File: config.mk
export PLATFORM = sky130hd
export DESIGN_NAME = opsnoop_port
export DESIGN_NICKNAME = d
export VERILOG_FILES = /design/src/rtl/opsnoop_pkg.sv /design/src/rtl/opsnoop_match.sv /design/src/rtl/opsnoop_guard.sv /design/src/rtl/opsnoop_capture.sv /design/src/rtl/opsnoop_port.sv
export SDC_FILE = /design/constraint.sdc
export NUM_CORES = 1
export LEC_CHECK = 0
export BUFFER_PORTS_ARGS = -buffer_cell sky130_fd_sc_hd__buf_4
export CORE_AREA = 2 2 39 41
export CTS_CLUSTER_SIZE = 30
export DETAILED_ROUTE_END_ITERATION = 16
export DIE_AREA = 0 0 41 43
export HOLD_SLACK_MARGIN = 0.15
export PLACE_DENSITY = 0.66
export SETUP_SLACK_MARGIN = 0.15
export SYNTH_ARGS = -nofsm -noshare
export SYNTH_HDL_FRONTEND = slang
export SYNTH_HIERARCHICAL = 1
export SYNTH_SLANG_ARGS = --single-unit
File: constraint.sdc
create_clock -name clk -period 2.8 [get_ports clk]
set_input_delay 0.28 -clock clk [delete_from_list [all_inputs] [get_ports clk]]
set_output_delay 0.28 -clock clk [all_outputs]
set_load 0.02 [all_outputs]
File: src/rtl/opsnoop_pkg.sv
package opsnoop_pkg;
  localparam int DATA_W       = 8;
  localparam int FULL_KEY_W   = 3;
  localparam int NARROW_KEY_W = 4;
  localparam logic [FULL_KEY_W-1:0]   FULL_KEY   = 3'b011;
  localparam logic [NARROW_KEY_W-1:0] NARROW_KEY = 4'b0011;
  localparam int RESV_N = 2;
  localparam logic [7:0] RESV_LIST [RESV_N] = '{8'hCB, 8'hDB};
endpackage

File: src/rtl/opsnoop_match.sv
module opsnoop_match #(
  parameter int DATA_W = 8,
  parameter int KEY_W  = 3,
  parameter logic [KEY_W-1:0] KEY = '0
) (
  input  logic [DATA_W-1:0]       data,
  output logic                    key_ok,
  output logic [DATA_W-KEY_W-1:0] payload
);
  localparam int PL_W = DATA_W - KEY_W;

  function automatic logic f_key(input logic [DATA_W-1:0] d);
    return d[KEY_W-1:0] == KEY;
  endfunction

  function automatic logic [PL_W-1:0] f_payload(input logic [DATA_W-1:0] d);
    return d[DATA_W-1:KEY_W];
  endfunction

  assign key_ok  = f_key(data);
  assign payload = f_payload(data);
endmodule

File: src/rtl/opsnoop_guard.sv
module opsnoop_guard
  import opsnoop_pkg::*;
#(
  parameter int DATA_W = 8
) (
  input  logic [DATA_W-1:0] data,
  input  logic              enable,
  output logic              blocked
);
  logic [RESV_N-1:0] eq;

  for (genvar i = 0; i < RESV_N; i++) begin : g_resv
    assign eq[i] = (data == DATA_W'(RESV_LIST[i]));
  end

  assign blocked = enable && (|eq);
endmodule

File: src/rtl/opsnoop_capture.sv
module opsnoop_capture #(
  parameter int W = 5
) (
  input  logic         clk,
  input  logic         rst_n,
  input  logic         load,
  input  logic [W-1:0] d,
  output logic [W-1:0] q
);
  always_ff @(posedge clk) begin
    if (!rst_n)    q <= '0;
    else if (load) q <= d;
  end
endmodule

File: src/rtl/opsnoop_port.sv
module opsnoop_port
  import opsnoop_pkg::*;
#(
  parameter int DW      = DATA_W,
  parameter int WKEY_W  = FULL_KEY_W,
  parameter int NKEY_W  = NARROW_KEY_W
) (
  input  logic                 clk,
  input  logic                 rst_n,
  input  logic                 fetch_strobe,
  input  logic [DW-1:0]        data_bus,
  input  logic                 narrow_mode,
  input  logic                 filter_en,
  output logic [DW-WKEY_W-1:0] port_q
);
  localparam int PORT_W   = DW - WKEY_W;
  localparam int NARROW_W = DW - NKEY_W;
  localparam int PAD_W    = PORT_W - NARROW_W;

  logic                wide_ok;
  logic                narrow_ok;
  logic [PORT_W-1:0]   wide_pl;
  logic [NARROW_W-1:0] narrow_pl;
  logic                resv_hit;
  logic                key_ok;
  logic                hit;
  logic [PORT_W-1:0]   next_val;
  logic [PORT_W-1:0]   stored;

  opsnoop_match #(.DATA_W(DW), .KEY_W(WKEY_W), .KEY(FULL_KEY)) u_wide (
    .data(data_bus), .key_ok(wide_ok), .payload(wide_pl)
  );

  opsnoop_match #(.DATA_W(DW), .KEY_W(NKEY_W), .KEY(NARROW_KEY)) u_narrow (
    .data(data_bus), .key_ok(narrow_ok), .payload(narrow_pl)
  );

  opsnoop_guard #(.DATA_W(DW)) u_guard (
    .data(data_bus), .enable(filter_en), .blocked(resv_hit)
  );

  assign key_ok   = narrow_mode ? narrow_ok : wide_ok;
  assign hit      = fetch_strobe && key_ok && !resv_hit;
  assign next_val = narrow_mode ? {{PAD_W{1'b0}}, narrow_pl} : wide_pl;

  opsnoop_capture #(.W(PORT_W)) u_cap (
    .clk(clk), .rst_n(rst_n), .load(hit), .d(next_val), .q(stored)
  );

  assign port_q = narrow_mode ? {{PAD_W{1'b0}}, stored[NARROW_W-1:0]} : stored;
endmodule

==> results of run 1 <==
-- cell usage after synthesis, drive strengths merged --
library cell,instances
and2b,2
and3b,1
and4bb,1
buf,11
dfxtp,5
mux2,4
mux2i,6
nand4b,2
nor2,1
nor2b,5
nor3b,1
-- cell type report --
class	instances	area, µm²
clock buffers	4	26.3
fillers	157	901
multi-input cells	23	209
flip-flops and latches	5	100
well taps	16	20.0
repair buffers	17	128
-- how the worst max path moves through the flow --
| stage | to | slack (ns) | cells after the start | start |
|---|---|---|---|---|
| final | u_cap/q[1]$_SDFFE_PN0P_ | 1.45 | 6 | data_bus[2] |
| after CTS | u_cap/q[1]$_SDFFE_PN0P_ | 1.44 | 6 | data_bus[2] |
| after global routing | u_cap/q[2]$_SDFFE_PN0P_ | 1.33 | 6 | data_bus[2] |
| after floorplan | u_cap/q[0]$_SDFFE_PN0P_ | 1.55 | 6 | data_bus[2] |
| after global placement | u_cap/q[3]$_SDFFE_PN0P_ | 1.21 | 6 | data_bus[3] |
| after detailed placement | u_cap/q[1]$_SDFFE_PN0P_ | 1.20 | 6 | data_bus[2] |
-- per-stage QoR --
stage | cell area (µm²) | instances | hold slack, ns | utilization
final | 483 | 65 | 0.285 | 0.349
after global routing | 483 | 65 | 0.292 | 0.349
after CTS | 483 | 65 | 0.277 | 0.349
after detailed placement | 457 | 61 | 0.502 | 0.330
after global placement | 457 | 61 | 0.505 | 0.330
after floorplan | 399 | 39 | 0.408 | -
-- layer usage --
layer / share of wire / wire, µm / global-route usage
met5: 0 / 0 / 0
met2: 0.43 / 264 / 0.116
met4: 0 / 0 / 0.0800
met3: 0.12 / 72 / 0.0209
met1: 0.45 / 279 / 0.0801
-- critical path: stages --
cell and delay (ns):
buf_4 0.11, and4bb_2 0.27, mux2i_1 0.08, nor3b_2 0.42, mux2i_1 0.26, nor2b_1 0.06
-- kinds of logic after synthesis --
kind of cell | synth area share
buf+inv | 0.226
simple gates | 0.260
mux | 0.263
flops | 0.251
-- power by group --
group	internal, µW	leakage (µW)	total (µW)	switching, µW
clock	53.6	0.0000150	79.0	25.4
combinational	22.5	0.000147	34.2	11.7
sequential	72.9	0.0000404	73.5	0.637
==> flow_summary_export.csv, run 1 <==
group,metric,value,unit
sta,fin_skew,0,ns
synth,postSynthAreaPerCell,10.2,µm²
synth,yosys.area.top_type_share,0.251,
sta,worst_pin_slew,0.469,ns
synth,synth_seq_cells,5,
synth,yosys.area.top_type,"dfxtp_1",
sta,min_period,1.35,ns
cells_and_area,largest_registers,"u_cap/q (5)",
cells_and_area,antenna_cells,0,
cts,clockBufferDepth,2,
cells_and_area,largest_register_ffs,5,
die,die_area,1760,µm²
pwr,power.density,387,nW/µm²
critical_path,reg2reg_depth,2,
global_routing,grt_pass1_vias,265,
cts,cts_buffers,3,
die,ios,18,
cts,hold_buffers,0,
cells_and_area,final_nets,63,
routing,postRouteAntennaNets,0,
min_path,hold_start,"rst_n",
die,start_util,0.288,
cts,cts_tree,"done",
global_routing,antenna_found_initial,0,
pwr,total_power,187,µW
run,maxCapViolCount,0,
routing,dr.pass1.iters,3,
global_routing,grt_max_degree,8,
critical_path,cp_max_fo,5,
critical_path,critical_path_arrival,1.48,ns
critical_path,worstPathRequired,2.92,ns
synth,syn_inst,39,
critical_path,critPathKind,"input port to register",
outcome,status,"completed",
routing,wirelength,617,µm
pwr,ir_drop,169,µV
placed_design,dp_slack,1.20,ns
placed_design,numPortBuffers,17,
cells_and_area,final_common_cell,"buf_4",
sta,rsz0062_at_grt,"false",
global_routing,overflow,0,
die,core_area,1380,µm²
cts,post_cts_resized,0,
routing,vias,263,
sta,tns,0,ns
global_routing,grt_pass1_wl,917,µm
sta,setup_violations,0,
critical_path,reg2reg_from,"u_cap/q[1]$_SDFFE_PN0P_",
routing,post_drt_via_cell_ratio,4.05,
cts,root_buffer,"clkbuf_4",
cells_and_area,layout-drive-gt1-share,0.571,
global_routing,grt_use_total,0.0782,
sta,setup_slack,1.45,ns
cts,clk_pin_slew,0.04,ns
cells_and_area,largest_register,"u_cap/q",
sta,min_period_over_period,0.484,
min_path,worstHoldPathType,"input port to register",
sta,maxSlewViolCount,0,
critical_path,critPathCaptureType,"register",
synth,synth_warnings,6,
die,die_h,43,µm
sta,fmax,0.738,GHz
routing,drc,0,
die,die_width,41,µm
die,fp-row-count,14,
routing,drt-wirelength-per-cell,9.49,µm
routing,dr.first_iter.drc_count,1,
synth,synth.area.top_cells,"dfxtp_1, buf_4, mux2i_1, mux2_2, nor2b_1",
synth,synth_nets,52,
synth,ys_types,12,
cts,htree_levels,1,
cts,clock_latency,0.23,ns
synth,seq_area_frac_synth,0.251,
critical_path,r2r-end,"u_cap/q[1]$_SDFFE_PN0P_",
sta,finalHoldViolCount,0,
min_path,worstHoldPathCells,2,
sta,maxSlewHeadroom,0.686,
critical_path,worst_setup_path_start_kind,"input port",
synth,netlist_area,399,µm²
cts,post_cts_buffers,0,
cts,cts.sinks,5,
cells_and_area,area_growth,21.0,%
cells_and_area,layout_common_cells,"buf_4, mux2i_1, nor2b_1, dfxtp_1, mux2_2",
critical_path,rrSetupSlack,2.19,ns
min_path,hold_end,"u_cap/q[4]$_SDFFE_PN0P_",
placed_design,place_congestion,0.591,
pwr,power_leakage,0.000202,µW
(Power assumes the default switching activity.)
==> run 2: changes to the inputs <==
--- a/config.mk
+++ b/config.mk
@@ -11,7 +11,7 @@
 export DETAILED_ROUTE_END_ITERATION = 16
 export DIE_AREA = 0 0 41 43
 export HOLD_SLACK_MARGIN = 0.15
-export PLACE_DENSITY = 0.66
+export PLACE_DENSITY = 0.68
 export SETUP_SLACK_MARGIN = 0.15
 export SYNTH_ARGS = -nofsm -noshare
 export SYNTH_HDL_FRONTEND = slang
==> constraint.sdc (replaced) <==
create_clock -name clk -period 1.2 [get_ports clk]
set_input_delay 0.12 -clock clk [delete_from_list [all_inputs] [get_ports clk]]
set_output_delay 0.12 -clock clk [all_outputs]
set_load 0.02 [all_outputs]
==> run 2 against run 1 <==
  * Highest routed layer unchanged
  * Hold slack gained 0.0094 ns
  * Setup slack lost 1.3 ns
  * First-iteration DRC count grew to 4.0 times the previous value
  * Via count increased by 11%
  * Core utilization rose by 2.4 points
  * Clock power up 140%
  * Routed wire length rose by 14%
==> flow_summary_export.csv, run 2 (synthesis gave the netlist of run 1 again) <==
group,metric,value,unit
outcome,status,"completed",
cts,root_buffer,"clkbuf_4",
pwr,p_comb_frac,0.200,
sta,worst_pin_slew,0.155,ns
routing,drt-wirelength-per-cell,10.3,µm
routing,vias,291,
routing,drc,0,
critical_path,worst-path-buf-inv,2,
cells_and_area,num-fill-cells,158,
cells_and_area,largest_register,"u_cap/q",
sta,fmax,0.967,GHz
die,die_h,43,µm
cts,clockBufferDepth,2,
routing,dr.pass1.iters,2,
cts,htree_levels,1,
sta,finalHoldViolCount,0,
pwr,seqPwrFrac,0.384,
pwr,power.density,868,nW/µm²
critical_path,critical_path_arrival,1.16,ns
critical_path,worst_setup_path_start_kind,"input port",
cells_and_area,layout_common_cells,"buf_4, mux2i_1, nor2b_1, dfxtp_1, mux2_2",
cells_and_area,antenna_cells,0,
global_routing,grt_pass1_wl,1100,µm
placed_design,dp.cells,63,
pwr,intPower,355,µW
critical_path,crit_family,"simple AND/OR/NAND/NOR gates",
routing,post_drt_via_cell_ratio,4.28,
cells_and_area,largest_registers,"u_cap/q (5)",
pwr,power_leakage,0.000219,µW
cts,clk_pin_slew,0.04,ns
placed_design,numPortBuffers,17,
routing,wirelength,701,µm
placed_design,place_congestion,0.573,
global_routing,grt_max_degree,8,
cts,clock_latency,0.24,ns
cts,cts_buffers,3,
cells_and_area,final_nets,66,
global_routing,grt_pass1_vias,283,
cells_and_area,fin_cells,68,
cts,cts_tree,"done",
sta,rsz0062_at_grt,"true",
die,core_area,1380,µm²
critical_path,cp_max_fo,5,
cells_and_area,layout-drive-gt1-share,0.577,
pwr,p_switching,92.1,µW
critical_path,max_stage_delay,0.27,ns
routing,dr.first_iter.drc_count,4,
critical_path,reg2reg_from,"u_cap/q[3]$_SDFFE_PN0P_",
cells_and_area,multi_input_area,209,µm²
sta,maxSlewViolCount,0,
cells_and_area,final_util,0.373,
die,ios,18,
critical_path,path_cells,"buf_6 -> and4bb_2 -> mux2i_1 -> nor3b_2 -> buf_4 -> mux2i_1 -> nor2b_1",
critical_path,crit_top_cell,"mux2i_1",
die,fp-row-count,14,
pwr,pwr-share-clk,0.416,
min_path,worstHoldPathType,"input port to register",
global_routing,overflow,0,
cells_and_area,largest_register_ffs,5,
cells_and_area,register_area,100,µm²
run,maxCapViolCount,0,
pwr,sw_frac_of_total,0.206,
critical_path,critPathKind,"input port to register",
critical_path,critPathCaptureType,"register",
global_routing,grt_use_total,0.0952,
cells_and_area,area_growth,29.2,%
routing,postRouteAntennaNets,0,
cts,cts.sinks,5,
pwr,total_power,447,µW
pwr,ir_drop,426,µV
sta,setup_violations,0,
cts,post_cts_buffers,0,
sta,maxSlewHeadroom,0.894,
critical_path,cp-startpoint,"data_bus[3]",
sta,fin_skew,0,ns
die,die_area,1760,µm²
die,die_width,41,µm
critical_path,crit_path_top_delay_cell,"and4bb_2",
min_path,hold_start,"data_bus[4]",
sta,min_period_over_period,0.862,
sta,min_period,1.03,ns
critical_path,worstPathRequired,1.32,ns
cells_and_area,final_common_cell,"buf_4",
die,start_util,0.288,
global_routing,antenna_found_initial,0,
-- run 2: final timing paths --
check	endpoint	cells after the start	slack [ns]
max	u_cap/q[3]$_SDFFE_PN0P_	7	0.17
max reg2reg	u_cap/q[3]$_SDFFE_PN0P_	2	0.59
min reg2reg	u_cap/q[1]$_SDFFE_PN0P_	2	0.53
min	u_cap/q[0]$_SDFFE_PN0P_	4	0.29
-- run 2: routing by layer --
metal  part of all wire  track usage  vias up
met2               0.47        0.134       13
met1               0.41        0.105      129
li1                   -            -      149
met5                  0            0        -
met3               0.12       0.0209        0
met4                  0        0.100        0
-- run 2: what timing repair did --
item                       in CTS  in global routing
hold endpoints to repair        5                  0
resized for setup               0                  2
hold buffers                    1                  0
setup endpoints to repair       0                  5
-- run 2: layout make-up --
cell class | count | share of cell area
clock buffer | 4 | 0.0510
multi-input combinational | 23 | 0.405
sequential | 5 | 0.194
tap | 16 | 0.0388
timing repair buffer | 20 | 0.311
-- run 2: per-stage QoR --
| step | hold WS (ns) | TNS, ns | worst slack (ns) | cell area, µm² |
|---|---|---|---|---|
| 6_report | 0.295 | 0 | 0.166 | 515 |
| 5_1_grt | 0.311 | 0 | 0.0759 | 515 |
| 4_1_cts | 0.295 | 0 | 0.150 | 508 |
| 3_5_place_dp | 0.373 | -0.411 | -0.0963 | 472 |
| 3_3_place_gp | 0.365 | -0.345 | -0.0795 | 472 |
| 2_1_floorplan | 0.248 | 0 | 0.107 | 399 |
-- run 2: power groups by stage --
stage	Combinational, µW	Sequential, µW	Clock (µW)
after floorplan	59.6	178	0
after global placement	85.0	174	0
after detailed placement	85.7	174	0
after CTS	88.7	172	198
after global routing	97.5	172	205
final	89.6	172	186
-- run 2: worst reg2reg max path: stages, from the launching register on --
cell and delay (ns):
dfxtp_1 0.30, mux2i_1 0.14, nor2b_1 0.06
==> run 3: changes to the inputs <==
--- a/config.mk
+++ b/config.mk
@@ -12,6 +12,7 @@
 export DIE_AREA = 0 0 41 43
 export HOLD_SLACK_MARGIN = 0.15
 export PLACE_DENSITY = 0.68
+export RECOVER_POWER = 50
 export SETUP_SLACK_MARGIN = 0.15
 export SYNTH_ARGS = -nofsm -noshare
 export SYNTH_HDL_FRONTEND = slang
==> run 3 against run 2 <==
  * Cell count unchanged
  * Via count unchanged
  * First-iteration DRC count unchanged
  * Hold slack about the same
  * Combinational power down 2.6%
  * Total power down 0.54%
  * Setup slack worse by 0.0032 ns
  * Count of clock-buffer cells in the layout unchanged
  * Clock skew unchanged
==> flow_summary_export.csv, run 3 (synthesis gave the netlist of run 1 again) <==
group,metric,value,unit
global_routing,grt_use_total,0.0952,
pwr,power.density,896,nW/µm²
critical_path,critical_path_arrival,0.92,ns
pwr,intPower,353,µW
die,ios,18,
sta,maxSlewHeadroom,0.833,
routing,drc,0,
cells_and_area,layout_common_cells,"buf_4, mux2i_1, clkbuf_1, nor2b_1, dfxtp_1",
sta,min_period,1.04,ns
critical_path,cp_max_fo,2,
cells_and_area,antenna_cells,0,
cts,clk_pin_slew,0.04,ns
routing,wirelength,706,µm
min_path,worstHoldPathType,"input port to register",
global_routing,antenna_found_initial,0,
critical_path,crit_path_top_delay_cell,"dfxtp_1",
routing,vias,291,
cells_and_area,final_common_cell,"buf_4",
global_routing,grt_max_degree,8,
routing,postRouteAntennaNets,0,
die,die_width,41,µm
min_path,hold_start,"data_bus[4]",
cells_and_area,largest_registers,"u_cap/q (5)",
critical_path,worst_setup_path_start_kind,"register",
routing,dr.pass1.iters,2,
sta,finalHoldViolCount,0,
global_routing,overflow,0,
die,core_area,1380,µm²
routing,drt-wirelength-per-cell,10.4,µm
cells_and_area,largest_register_ffs,5,
pwr,p_comb_frac,0.196,
sta,setup_violations,0,
cells_and_area,layout-drive-gt1-share,0.481,
cts,htree_levels,1,
cts,clock_latency,0.24,ns
critical_path,max_stage_delay,0.33,ns
pwr,p_switching,92.0,µW
cells_and_area,final_nets,66,
routing,post_drt_via_cell_ratio,4.28,
cts,cts_tree,"done",
die,start_util,0.288,
sta,fin_skew,0,ns
critical_path,reg2reg_from,"u_cap/q[3]$_SDFFE_PN0P_",
critical_path,reg2reg_depth,2,
cts,cts_buffers,3,
cts,clockBufferDepth,2,
pwr,ir_drop,424,µV
min_path,worstHoldPathCells,4,
critical_path,critPathKind,"register to primary output",
global_routing,grt_pass1_wl,1100,µm
sta,min_period_over_period,0.865,
cts,cts.sinks,5,
die,die_area,1760,µm²
sta,setup_slack,0.163,ns
sta,maxSlewViolCount,0,
critical_path,critPathCaptureType,"primary output",
cts,root_buffer,"clkbuf_4",
outcome,status,"completed",
critical_path,worstPathRequired,1.08,ns
cells_and_area,num-fill-cells,160,
min_path,hold_end,"u_cap/q[0]$_SDFFE_PN0P_",
critical_path,crit_family,"flip-flops",
sta,fmax,0.964,GHz
sta,worst_pin_slew,0.251,ns
critical_path,r2r-end,"u_cap/q[3]$_SDFFE_PN0P_",
pwr,power_leakage,0.000198,µW
pwr,seqPwrFrac,0.386,
critical_path,path_cells,"and2b_2 -> clkbuf_1",
global_routing,grt_pass1_vias,283,
routing,dr.first_iter.drc_count,4,
pwr,sw_frac_of_total,0.207,
pwr,pwr-share-clk,0.418,
critical_path,rrSetupSlack,0.59,ns
die,die_h,43,µm
run,maxCapViolCount,0,
cells_and_area,largest_register,"u_cap/q",
placed_design,place_congestion,0.573,
cells_and_area,area_growth,24.5,%
sta,rsz0062_at_grt,"true",
placed_design,numPortBuffers,17,
placed_design,dp_slack,-0.0963,ns
critical_path,worst-path-buf-inv,1,
die,fp-row-count,14,
pwr,total_power,445,µW
[run 3: cell types whose count changed in the layout (fill, tap and decap cells not counted), sizes merged]
cell,change
buf,-5
clkbuf,+5
[run 3: power groups by stage]
stage,clock network [µW],registers (µW),logic [µW]
detailed placement,0,174,85.7
global route,205,171,95.0
floorplan,0,178,59.6
global placement,0,174,85.0
finish,186,172,87.3
CTS,198,172,88.7
[run 3: cell type report]
| class | instances | area (µm²) | area share |
|---|---|---|---|
| Timing Repair Buffer | 20 | 141 | 0.285 |
| Clock buffer | 4 | 26.3 | 0.0529 |
| Tap cell | 16 | 20.0 | 0.0403 |
| Multi-Input combinational cell | 23 | 209 | 0.421 |
| Sequential cell | 5 | 100 | 0.202 |
[run 3: timing repair]
item,4_1_cts,5_1_grt
endpoints found under the setup margin,0,5
setup buffers,0,0
hold buffers,1,0
gates resized for setup,0,2
hold endpoints to repair,5,0
[run 3: worst register-to-register path: cells and delay by family, from the launching register on]
kind / cells / cell delay [ns]
flops: 1 / 0.30
mux: 1 / 0.14
simple gates: 1 / 0.06
[run 3: through the flow]
stage	instances	hold slack, ns	utilization	instance area, µm²	setup TNS [ns]
after detailed placement	63	0.373	0.341	472	-0.411
after global placement	63	0.365	0.341	472	-0.345
after CTS	68	0.295	0.367	508	0
after floorplan	39	0.248	-	399	0
final	68	0.295	0.359	497	0
after global routing	68	0.311	0.359	497	0
[run 3: worst max-delay path by stage]
stage	startpoint	end	slack, ns	depth (start not counted)
finish	u_cap/q[4]$_SDFFE_PN0P_	port_q[4]	0.16	2
global route	data_bus[3]	u_cap/q[1]$_SDFFE_PN0P_	0.08	7
CTS	data_bus[2]	u_cap/q[3]$_SDFFE_PN0P_	0.15	7
detailed placement	data_bus[2]	u_cap/q[3]$_SDFFE_PN0P_	-0.1	7
global placement	data_bus[2]	u_cap/q[2]$_SDFFE_PN0P_	-0.08	7
floorplan	data_bus[2]	u_cap/q[0]$_SDFFE_PN0P_	0.11	6
[run 3: layer usage]
metal | global-route usage | part of all wire
met1 | 0.105 | 0.41
met2 | 0.134 | 0.46
met3 | 0.0209 | 0.12
met4 | 0.100 | 0
met5 | 0 | 0
